<file path="src/rtl/morph_pkg.sv">
package morph_pkg;

    // Window side of the square structuring element
    localparam int WIN = 3;
    // Line stores needed per stage
    localparam int NLINES = WIN - 1;
    // Registered reduction steps per stage
    localparam int STAGE_LAT = 2;

    typedef enum logic {
        OP_ERODE  = 1'b0,
        OP_DILATE = 1'b1
    } morph_op_e;

    typedef struct packed {
        logic vsync;
        logic href;
        logic clken;
    } vid_ctl_t;

    // Outer index: line age (0 = current line); inner bit: column age
    typedef logic [WIN-1:0][WIN-1:0] win_t;

    function automatic logic fold_row(morph_op_e op, logic [WIN-1:0] v);
        return (op == OP_DILATE) ? (|v) : (&v);
    endfunction

    // Opening erodes first; closing dilates first
    function automatic morph_op_e first_op(logic close_mode);
        return close_mode ? OP_DILATE : OP_ERODE;
    endfunction

    function automatic morph_op_e second_op(logic close_mode);
        return close_mode ? OP_ERODE : OP_DILATE;
    endfunction

endpackage

</file>
<file path="src/rtl/morph_linebuf.sv">
module morph_linebuf #(
    parameter int DEPTH = 640,
    parameter int AW    = $clog2(DEPTH)
) (
    input  logic          clk,
    input  logic          we_i,
    input  logic [AW-1:0] addr_i,
    input  logic          din_i,
    output logic          dout_o
);

    logic mem [DEPTH];

    // Read before write: the output shows the value stored one line earlier
    assign dout_o = mem[addr_i];

    always_ff @(posedge clk) begin
        if (we_i) begin
            mem[addr_i] <= din_i;
        end
    end

endmodule

</file>
<file path="src/rtl/morph_window.sv">
module morph_window
    import morph_pkg::*;
#(
    parameter int WIDTH  = 640,
    parameter int HEIGHT = 480
) (
    input  logic clk,
    input  logic rst,
    input  logic sof_i,
    input  logic vld_i,
    input  logic pix_i,
    output win_t win_o
);

    localparam int CW = $clog2(WIDTH);
    localparam int RW = $clog2(HEIGHT);

    logic [CW-1:0] col_q;
    logic [RW-1:0] row_q;

    logic [NLINES-1:0] lb_d;
    logic [NLINES-1:0] lb_q;

    // Newest column (age 0), one bit per line age, rows above the frame masked
    logic [WIN-1:0] col0;
    logic [WIN-1:0] col1;
    logic [WIN-1:0] col2;
    logic [WIN-1:0] sh1_q;
    logic [WIN-1:0] sh2_q;

    // Raster position counters
    always_ff @(posedge clk) begin
        if (rst || sof_i) begin
            col_q <= '0;
            row_q <= '0;
        end else if (vld_i) begin
            if (col_q == CW'(WIDTH - 1)) begin
                col_q <= '0;
                row_q <= (row_q == RW'(HEIGHT - 1)) ? '0 : row_q + RW'(1);
            end else begin
                col_q <= col_q + CW'(1);
            end
        end
    end

    // Chain of line stores: each one delays its input by one line
    for (genvar g = 0; g < NLINES; g++) begin : g_line
        if (g == 0) begin : g_head
            assign lb_d[g] = pix_i;
        end else begin : g_tail
            assign lb_d[g] = lb_q[g-1];
        end

        morph_linebuf #(
            .DEPTH (WIDTH),
            .AW    (CW)
        ) u_lb (
            .clk    (clk),
            .we_i   (vld_i),
            .addr_i (col_q),
            .din_i  (lb_d[g]),
            .dout_o (lb_q[g])
        );

        // A line store is valid only once that many lines have passed
        assign col0[g+1] = lb_q[g] & (row_q >= RW'(g + 1));
    end

    assign col0[0] = pix_i;

    // Column shift registers hold the two previous columns
    always_ff @(posedge clk) begin
        if (rst || sof_i) begin
            sh1_q <= '0;
            sh2_q <= '0;
        end else if (vld_i) begin
            sh1_q <= col0;
            sh2_q <= sh1_q;
        end
    end

    // Columns left of the frame read as zero
    assign col1 = (col_q >= CW'(1)) ? sh1_q : '0;
    assign col2 = (col_q >= CW'(2)) ? sh2_q : '0;

    for (genvar k = 0; k < WIN; k++) begin : g_row
        assign win_o[k] = {col2[k], col1[k], col0[k]};
    end

endmodule

</file>
<file path="src/rtl/morph_reduce.sv">
module morph_reduce
    import morph_pkg::*;
(
    input  logic      clk,
    input  logic      rst,
    input  morph_op_e op_i,
    input  win_t      win_i,
    input  vid_ctl_t  ctl_i,
    output vid_ctl_t  ctl_o,
    output logic      pix_o
);

    logic [WIN-1:0] row_d;
    logic [WIN-1:0] row_q;
    logic           res_q;
    vid_ctl_t       ctl1_q;
    vid_ctl_t       ctl2_q;

    // First step: fold each row of three
    for (genvar k = 0; k < WIN; k++) begin : g_fold
        assign row_d[k] = fold_row(op_i, win_i[k]);
    end

    always_ff @(posedge clk) begin
        if (rst) begin
            row_q  <= '0;
            res_q  <= 1'b0;
            ctl1_q <= '0;
            ctl2_q <= '0;
        end else begin
            row_q  <= row_d;
            // Second step: fold the three row results
            res_q  <= fold_row(op_i, row_q);
            ctl1_q <= ctl_i;
            ctl2_q <= ctl1_q;
        end
    end

    assign ctl_o = ctl2_q;
    assign pix_o = ctl2_q.href ? res_q : 1'b0;

endmodule

</file>
<file path="src/rtl/morph_stage.sv">
module morph_stage
    import morph_pkg::*;
#(
    parameter int        WIDTH    = 640,
    parameter int        HEIGHT   = 480,
    parameter morph_op_e RESET_OP = OP_ERODE
) (
    input  logic      clk,
    input  logic      rst,
    input  morph_op_e op_sel_i,
    input  vid_ctl_t  ctl_i,
    input  logic      pix_i,
    output vid_ctl_t  ctl_o,
    output logic      pix_o
);

    logic      vs_prev_q;
    logic      sof;
    logic      vld;
    morph_op_e op_q;
    win_t      win;

    assign sof = ctl_i.vsync & ~vs_prev_q;
    assign vld = ctl_i.href & ctl_i.clken;

    // Operator is fixed for the frame from this stage's own frame start
    always_ff @(posedge clk) begin
        if (rst) begin
            vs_prev_q <= 1'b0;
            op_q      <= RESET_OP;
        end else begin
            vs_prev_q <= ctl_i.vsync;
            if (sof) begin
                op_q <= op_sel_i;
            end
        end
    end

    morph_window #(
        .WIDTH  (WIDTH),
        .HEIGHT (HEIGHT)
    ) u_win (
        .clk   (clk),
        .rst   (rst),
        .sof_i (sof),
        .vld_i (vld),
        .pix_i (pix_i),
        .win_o (win)
    );

    morph_reduce u_red (
        .clk   (clk),
        .rst   (rst),
        .op_i  (op_q),
        .win_i (win),
        .ctl_i (ctl_i),
        .ctl_o (ctl_o),
        .pix_o (pix_o)
    );

endmodule

</file>
<file path="src/rtl/morph_openclose.sv">
module morph_openclose
    import morph_pkg::*;
#(
    parameter int WIDTH  = 640,
    parameter int HEIGHT = 480
) (
    input  logic clk,
    input  logic rst,
    input  logic mode_close_i,
    input  logic vsync_i,
    input  logic href_i,
    input  logic clken_i,
    input  logic pix_i,
    output logic vsync_o,
    output logic href_o,
    output logic clken_o,
    output logic pix_o
);

    vid_ctl_t in_ctl;
    vid_ctl_t mid_ctl;
    vid_ctl_t out_ctl;
    logic     mid_pix;
    logic     vsync_prev_q;
    logic     mode_q;
    logic     sof_in;

    assign in_ctl = '{vsync: vsync_i, href: href_i, clken: clken_i};
    assign sof_in = vsync_i & ~vsync_prev_q;

    // Mode held for the frame so the second stage sees the same choice
    always_ff @(posedge clk) begin
        if (rst) begin
            vsync_prev_q <= 1'b0;
            mode_q       <= 1'b0;
        end else begin
            vsync_prev_q <= vsync_i;
            if (sof_in) begin
                mode_q <= mode_close_i;
            end
        end
    end

    morph_stage #(
        .WIDTH    (WIDTH),
        .HEIGHT   (HEIGHT),
        .RESET_OP (OP_ERODE)
    ) u_stage_a (
        .clk      (clk),
        .rst      (rst),
        .op_sel_i (first_op(mode_close_i)),
        .ctl_i    (in_ctl),
        .pix_i    (pix_i),
        .ctl_o    (mid_ctl),
        .pix_o    (mid_pix)
    );

    morph_stage #(
        .WIDTH    (WIDTH),
        .HEIGHT   (HEIGHT),
        .RESET_OP (OP_DILATE)
    ) u_stage_b (
        .clk      (clk),
        .rst      (rst),
        .op_sel_i (second_op(mode_q)),
        .ctl_i    (mid_ctl),
        .pix_i    (mid_pix),
        .ctl_o    (out_ctl),
        .pix_o    (pix_o)
    );

    assign vsync_o = out_ctl.vsync;
    assign href_o  = out_ctl.href;
    assign clken_o = out_ctl.clken;

endmodule

</file>
<file path="config.mk">
export PLATFORM = sky130hd
export DESIGN_NAME = morph_openclose
export DESIGN_NICKNAME = d
export VERILOG_FILES = /design/src/rtl/morph_pkg.sv /design/src/rtl/morph_linebuf.sv /design/src/rtl/morph_window.sv /design/src/rtl/morph_reduce.sv /design/src/rtl/morph_stage.sv /design/src/rtl/morph_openclose.sv
export SDC_FILE = /design/constraint.sdc
export NUM_CORES = 2
export LEC_CHECK = 0
export BUFFER_PORTS_ARGS = -buffer_cell sky130_fd_sc_hd__clkbuf_2
export CORE_MARGIN = 2
export CORE_UTILIZATION = 45
export DETAILED_ROUTE_END_ITERATION = 12
export SYNTH_ARGS = -nofsm -noshare
export SYNTH_HDL_FRONTEND = slang
export SYNTH_SLANG_ARGS = --single-unit
</file>
<file path="constraint.sdc">
create_clock -name clk -period 76.5 [get_ports clk]
set_input_delay 11.475 -clock clk [delete_from_list [all_inputs] [get_ports clk]]
set_output_delay 11.475 -clock clk [all_outputs]
set_load 0.02 [all_outputs]
</file>
# --- Word-level counts from Yosys, hierarchy flattened ---
# Memory sizes are Yosys's and may differ from the RTL's. A register that Yosys moved wholly into a read port is not among the register bits.
# Index checks and enable logic that the tools add are counted.
# Widths: inputs -> output; s select.
totals:
  register_bits: 73
  ram_bits: 2560
  input_bits: 7
  out_inout_bits: 4
  word_cells: 109
  memories: 4
op_classes:
  addsub: 4
  n_lt_le_gt_ge: 8
  n_eq_ne: 4
  mux: 32
  n_bitwise: 10
  reduce_logical: 20
mem_list:
  columns: ["name", "words", "width", "rd", "rd_ports_with_merged_regs", "wr", "line", "rtl"]
  rows:
  - ["u_stage_a.u_win.g_line[0].u_lb.mem", 640, 1, 1, 1, 1, "morph_linebuf.sv:12", "logic mem [DEPTH];"]
  - ["u_stage_a.u_win.g_line[1].u_lb.mem", 640, 1, 1, 1, 1, "morph_linebuf.sv:12", null]
  - ["u_stage_b.u_win.g_line[0].u_lb.mem", 640, 1, 1, 1, 1, "morph_linebuf.sv:12", null]
  - ["u_stage_b.u_win.g_line[1].u_lb.mem", 640, 1, 1, 1, 1, "morph_linebuf.sv:12", null]
op_table:
  columns: ["op", "n"]
  rows:
  - ["$mux 10", 10]
  - ["$reduce_and 3->1", 8]
  - ["$reduce_or 3->1", 8]
  - ["$add 10x1->10 const B", 2]
  - ["$eq 10x10->1 const B", 2]
  - ["$ge 10x1->1 const B", 2]
  - ["$ge 10x2->1 const B", 2]
  - ["$add 9x1->9 const B", 2]
  - ["$eq 9x9->1 const B", 2]
  - ["$ge 9x1->1 const B", 2]
  - ["$ge 9x2->1 const B", 2]
  - ["$mux 9", 2]
  - ["$mux 1", 16]
  - ["$mux 3", 4]
  - ["$and 1x1->1", 8]
  - ["$reduce_and 2->1", 2]
  - ["$logic_or 1x1->1", 2]
  - ["$not 1->1", 2]

# --- Logic depth before layout (Yosys ltp) ---
logic_depth:
  depth_word: 4
  depth_mapped: 15
  ltp_nobuf: 9

# --- Hierarchy ---
# A second synthesis with hierarchy kept.
hier_totals:
  hier_cells: 8645
  area_unflattened_um2: 115259.3
by_module_without_submodules:
  columns: ["module", "n_inst", "cells_each", "area_each_um2", "seq_area_each_um2"]
  rows:
  - ["morph_linebuf", 4, 2062, 27905.5, 19218.4]
  - ["morph_window", 2, 153, 1321.3, 500.5]
  - ["morph_reduce", 2, 34, 366.6, 200.2]
  - ["morph_stage at u_stage_a", 1, 8, 97.6, 40.0]
  - ["morph_stage at u_stage_b", 1, 8, 83.8, 40.0]
  - ["morph_openclose", 1, 7, 80.1, 40.0]

# --- Least setup slack after synthesis ---
# Ideal clock, no wire load.
synth_path:
  kind: "register to register"
  startpoint: "register with a tool-made name"
  endpoint: "memory u_stage_a.u_win.g_line[1].u_lb.mem[0] (data pin)"
  setup_ns: 4.948
  t_arrival_ns: 26.049
  t_required_ns: 71.552
  path_slack_ns: 45.503
  path_stages_with_launch: 13
  path_buffers: 6
  period_less_slack_ns: 30.997
  cell_sequence: "dfxtp_1 > buf_6 > buf_12 > buf_12 > buf_6 > buf_6 > buf_6 > mux2i_1 > a22oi_1 > nand3_1 > nor4_2 > a2111oi_2 > nor3_1"
synth_lines:
  columns: ["item", "line"]
  rows:
  - ["end: declaration", "morph_linebuf.sv:12"]

# --- Worst setup path in the final report ---
layout_path:
  startpoint: "input port pix_i"
  endpoint: "memory u_stage_a.u_win.g_line[0].u_lb.mem[593] (data pin)"
layout_lines:
  columns: ["item", "line", "rtl"]
  rows:
  - ["start: declaration", "morph_openclose.sv:13", "input logic pix_i,"]
  - ["end: declaration", "morph_linebuf.sv:12", null]
# Straight into the memory's write port.

==> parameters.txt <==
Parameter                              Value

Finish
  Fraction of layout instances using a drive strength above 1    0.1952
  Nets    around 6300
  Leading cell type in the layout, fill and taps excluded    sky130_fd_sc_hd__edfxtp_1
  Growth of design area from synthesis to finish    10.78%
  Leading cell types in the layout, fill and taps excluded    sky130_fd_sc_hd__edfxtp_1 (2560), sky130_fd_sc_hd__nor2_1 (1354), sky130_fd_sc_hd__mux4_2 (618), sky130_fd_sc_hd__clkbuf_16 (300), sky130_fd_sc_hd__nand2_1 (218)
  Finished layout cell area    approximately 120000 sq um
  Core utilization of the finished layout    0.5009

Clock tree
  Number of buffers inserted by post-CTS setup repair    0
  Clock latency on the worst-skew pair    about 950 ps
  Total number of clock tree sinks    2652
  Hold-fix buffers, CTS    0
  Root buf cell    sky130_fd_sc_hd__clkbuf_16
  CTS H-tree lvls    5
  Largest buffer count on any clock path    4
  CTS tree    done
  Resize count post-CTS    0
  Clock slew seen by the registers of the worst setup and hold paths    about 60 ps
  Cts bufs inserted    between 200 and 300

Place
  Gpl congestion    slightly below 0.9
  Area after detailed placement    ~110000 sq um
  Count of buffers inserted at the top-level ports    10
  HPWL Detailed    177200 um

Synthesis
  Post-synthesis register bit count    ~2700
  Synthesized area    between 100000 and 150000 sq um
  Count of yosys warnings during synthesis    0
  Cells after synthesis    between 6000 and 7000
  Mapped Nets    6350
  Post-synthesis cell type with the largest combined area    sky130_fd_sc_hd__edfxtp_1
  Mean instance size in the synthesized netlist    approximately 17 sq um
  Sequential share of the synthesized area    0.7238
  Synth async-reset ratio    0
  Number of flops mapped to enable cells by yosys    about 2600
  Yosys cell types    around 90
  Top FF cell, synth    sky130_fd_sc_hd__edfxtp_1
  Portion of synthesized cell area occupied by the leading cell type    0.7068
  Most area-consuming cells after synthesis    sky130_fd_sc_hd__edfxtp_1 (71%), sky130_fd_sc_hd__mux4_2 (13%), sky130_fd_sc_hd__nor2_1 (4.7%)

Outcome
  Failing checks    slew limit
  Status    finished with violations

Timing
  Fraction of the cycle the final worst path needs    0.1772
  Fmax achieved    ~74 MHz
  Final Max Tran Viols    21
  Setup_tns    0 ps
  RSZ-0062 raised after global routing    no
  Worst slack on hold paths    roughly 450 ps
  Slew headroom    -0.004231
  Total count of hold-check failures in the final report    0
  Final worst clock skew    a little under 100 ps
  Shortest clock period the worst path allows after layout    ~14000 ps
  Tightest Pin Transition    about 1500 ps
  Setup-violating endpoint count in the final report    0

Route
  Antenna Nets Post-Route    0
  Drt initial violations    approximately 7700
  Count of TritonRoute iterations in the first routing pass    8
  Total via count after detailed routing    between 50000 and 60000
  Average routed wire per standard cell    just over 30 um
  Number of remaining DRC errors    0
  Via-per-instance ratio    between 6 and 7
  Wire length after detailed routing    about 300000 um

GRT
  Global-route total usage across every layer    0.2428
  Most congested layer reported by global routing    met2
  Vias in the first global route    59523
  GR Util met2    0.3826
  Wire length of the first global-routing pass    about 430000 um
  Global-route congestion overflow total    0
  Largest net degree at the start of global routing    ~280
  Number of antenna violations at the first check in global routing    9
  Global Route met3 Usage    0.04444
  GR Util met1    0.3443

Worst hold path
  Min-Delay Endpoint    u_stage_a.u_red.res_q
  Hold_sp    u_stage_a.u_red.row_q[1]
  Path type of the worst min-delay path    reg2reg
  Hold Path Stages    2

Pwr
  Power share of the sequential group    0.529
  Power per cell area    approximately 25 nW/um^2
  Share of power burned in combinational logic    0.012
  Relative contribution of the clock network to total power    0.458
  Static leakage power    32.82 nW
  Sw Share    0.1966
  Power Internal    approximately 2.4 mW
  Net Sw Power    588.1 uW
  Max rail drop VDD    about 21 uV

Die
  Starting density of the core    0.4522
  Die Ht    slightly below 500 um
  Width of the chip    between 400 and 500 um
  I/O pin total    11
  DIE AREA    245600 sq um
  Std cell rows    180
  Floorplan Core Area    240500 sq um

Job
  Number of max-cap violations    0

Setup path
  WS Path Type    in2reg
  Register-to-Register Setup Slack    a little under 70000 ps
  Crit. End Element    flop
  Highest fanout seen on the critical path    between 100 and 150
  Startpoint class of the critical path    primary input
  CP arrival    ~14000 ps
  Critical path data required time    roughly 77000 ps
  Worst reg2reg path depth    13
  Worst R2R End    u_stage_a.u_win.g_line[1].u_lb.mem[480]
-- layout make-up --
type,count,area (sq um)
Antenna cell,3,7.507
Clock buffer,365,7811
Clock inverter,144,1381
Fill cell,19688,120000
Inverter,18,67.56
Multi-Input combinational cell,3151,27100
Sequential cell,2652,78750
Tap cell,3185,3985
Timing Repair Buffer,161,1381
-- cell usage after synthesis, types with 12 or more instances --
library cell / count
sky130_fd_sc_hd__edfxtp_1: 2560
sky130_fd_sc_hd__nor2_1: 1356
sky130_fd_sc_hd__mux4_2: 618
sky130_fd_sc_hd__clkbuf_1: 281
sky130_fd_sc_hd__nand2_1: 237
sky130_fd_sc_hd__mux2i_1: 118
sky130_fd_sc_hd__a22oi_1: 117
sky130_fd_sc_hd__dfxtp_1: 92
sky130_fd_sc_hd__buf_2: 69
sky130_fd_sc_hd__a21oi_1: 68
sky130_fd_sc_hd__nor2b_1: 60
sky130_fd_sc_hd__nand3_1: 49
sky130_fd_sc_hd__buf_4: 44
sky130_fd_sc_hd__nor3_1: 43
sky130_fd_sc_hd__buf_1: 36
sky130_fd_sc_hd__o21ai_0: 34
sky130_fd_sc_hd__o22ai_1: 34
sky130_fd_sc_hd__buf_6: 33
sky130_fd_sc_hd__mux2_2: 30
sky130_fd_sc_hd__a22o_1: 26
sky130_fd_sc_hd__buf_12: 26
sky130_fd_sc_hd__nand4_1: 25
sky130_fd_sc_hd__and2_1: 24
sky130_fd_sc_hd__xor2_1: 22
sky130_fd_sc_hd__and3_1: 21
sky130_fd_sc_hd__nand2b_1: 21
sky130_fd_sc_hd__nor3b_1: 21
sky130_fd_sc_hd__ha_1: 16
sky130_fd_sc_hd__a31oi_1: 15
sky130_fd_sc_hd__inv_1: 15
sky130_fd_sc_hd__a2111oi_0: 14
sky130_fd_sc_hd__a211oi_1: 14
sky130_fd_sc_hd__nor4_1: 14
sky130_fd_sc_hd__clkbuf_8: 12
-- power groups by stage --
stage | Combinational, mW | Clock, mW | Sequential (mW)
6_report | 0.0372 | 1.37 | 1.58
5_1_grt | 0.0398 | 1.44 | 1.58
4_1_cts | 0.0378 | 1.39 | 1.58
3_5_place_dp | 0.0377 | 0 | 1.61
3_3_place_gp | 0.0375 | 0 | 1.61
2_1_floorplan | 0.0222 | 0 | 1.62
-- metrics by stage --
step | power (mW) | instances | setup slack, ps
after floorplan | 1.645 | 6327 | 45500
after global placement | 1.651 | 9167 | 62110
after detailed placement | 1.652 | 9167 | 62080
after CTS | 3.010 | 9676 | 63020
after global routing | 3.066 | 9678 | 62740
final | 2.991 | 9679 | 62940
-- worst max path at each step --
stage,to,startpoint,slack [ps]
after floorplan,u_stage_a.u_win.g_line[1].u_lb.mem[0],flop,45500
after global placement,u_stage_a.u_win.g_line[0].u_lb.mem[440],pix_i,62110
after detailed placement,u_stage_a.u_win.g_line[0].u_lb.mem[440],pix_i,62080
after CTS,u_stage_a.u_win.g_line[0].u_lb.mem[592],pix_i,63020
after global routing,u_stage_a.u_win.g_line[0].u_lb.mem[592],pix_i,62740
final,u_stage_a.u_win.g_line[0].u_lb.mem[593],pix_i,62940
-- sequential cells by signal, summed over array words and instances, names as in the netlist, 9 cells and up, named ones only --
name and cells:
u_stage_a.u_win.g_line.u_lb.mem 1280, u_stage_b.u_win.g_line.u_lb.mem 1280, u_stage_a.u_win.col_q 10, u_stage_b.u_win.col_q 10, u_stage_a.u_win.row_q 9, u_stage_b.u_win.row_q 9
-- routing by layer --
metal | up-vias | part of all wire
li1 | 24531 | -
met1 | 31406 | 0.40
met2 | 3056 | 0.47
met3 | 567 | 0.089
met4 | 0 | 0.035
met5 | - | 0
-- kinds of logic after synthesis --
kind of cell / count (synthesis) / synth area share
flip-flops: 2652 / 0.7238
XOR/XNOR: 27 / 0.002174
AND/OR/NAND/NOR: 1930 / 0.07463
adder cells (fa/ha/maj): 16 / 0.001841
multiplexers: 771 / 0.1432
buffers and inverters: 524 / 0.02796
AO/OA/AOI/OAI: 407 / 0.02647
-- critical path: stages --
cell and delay, ps:
sky130_fd_sc_hd__buf_8 540, sky130_fd_sc_hd__buf_4 890, sky130_fd_sc_hd__buf_4 920
Power figures use the tool's default switching activity.
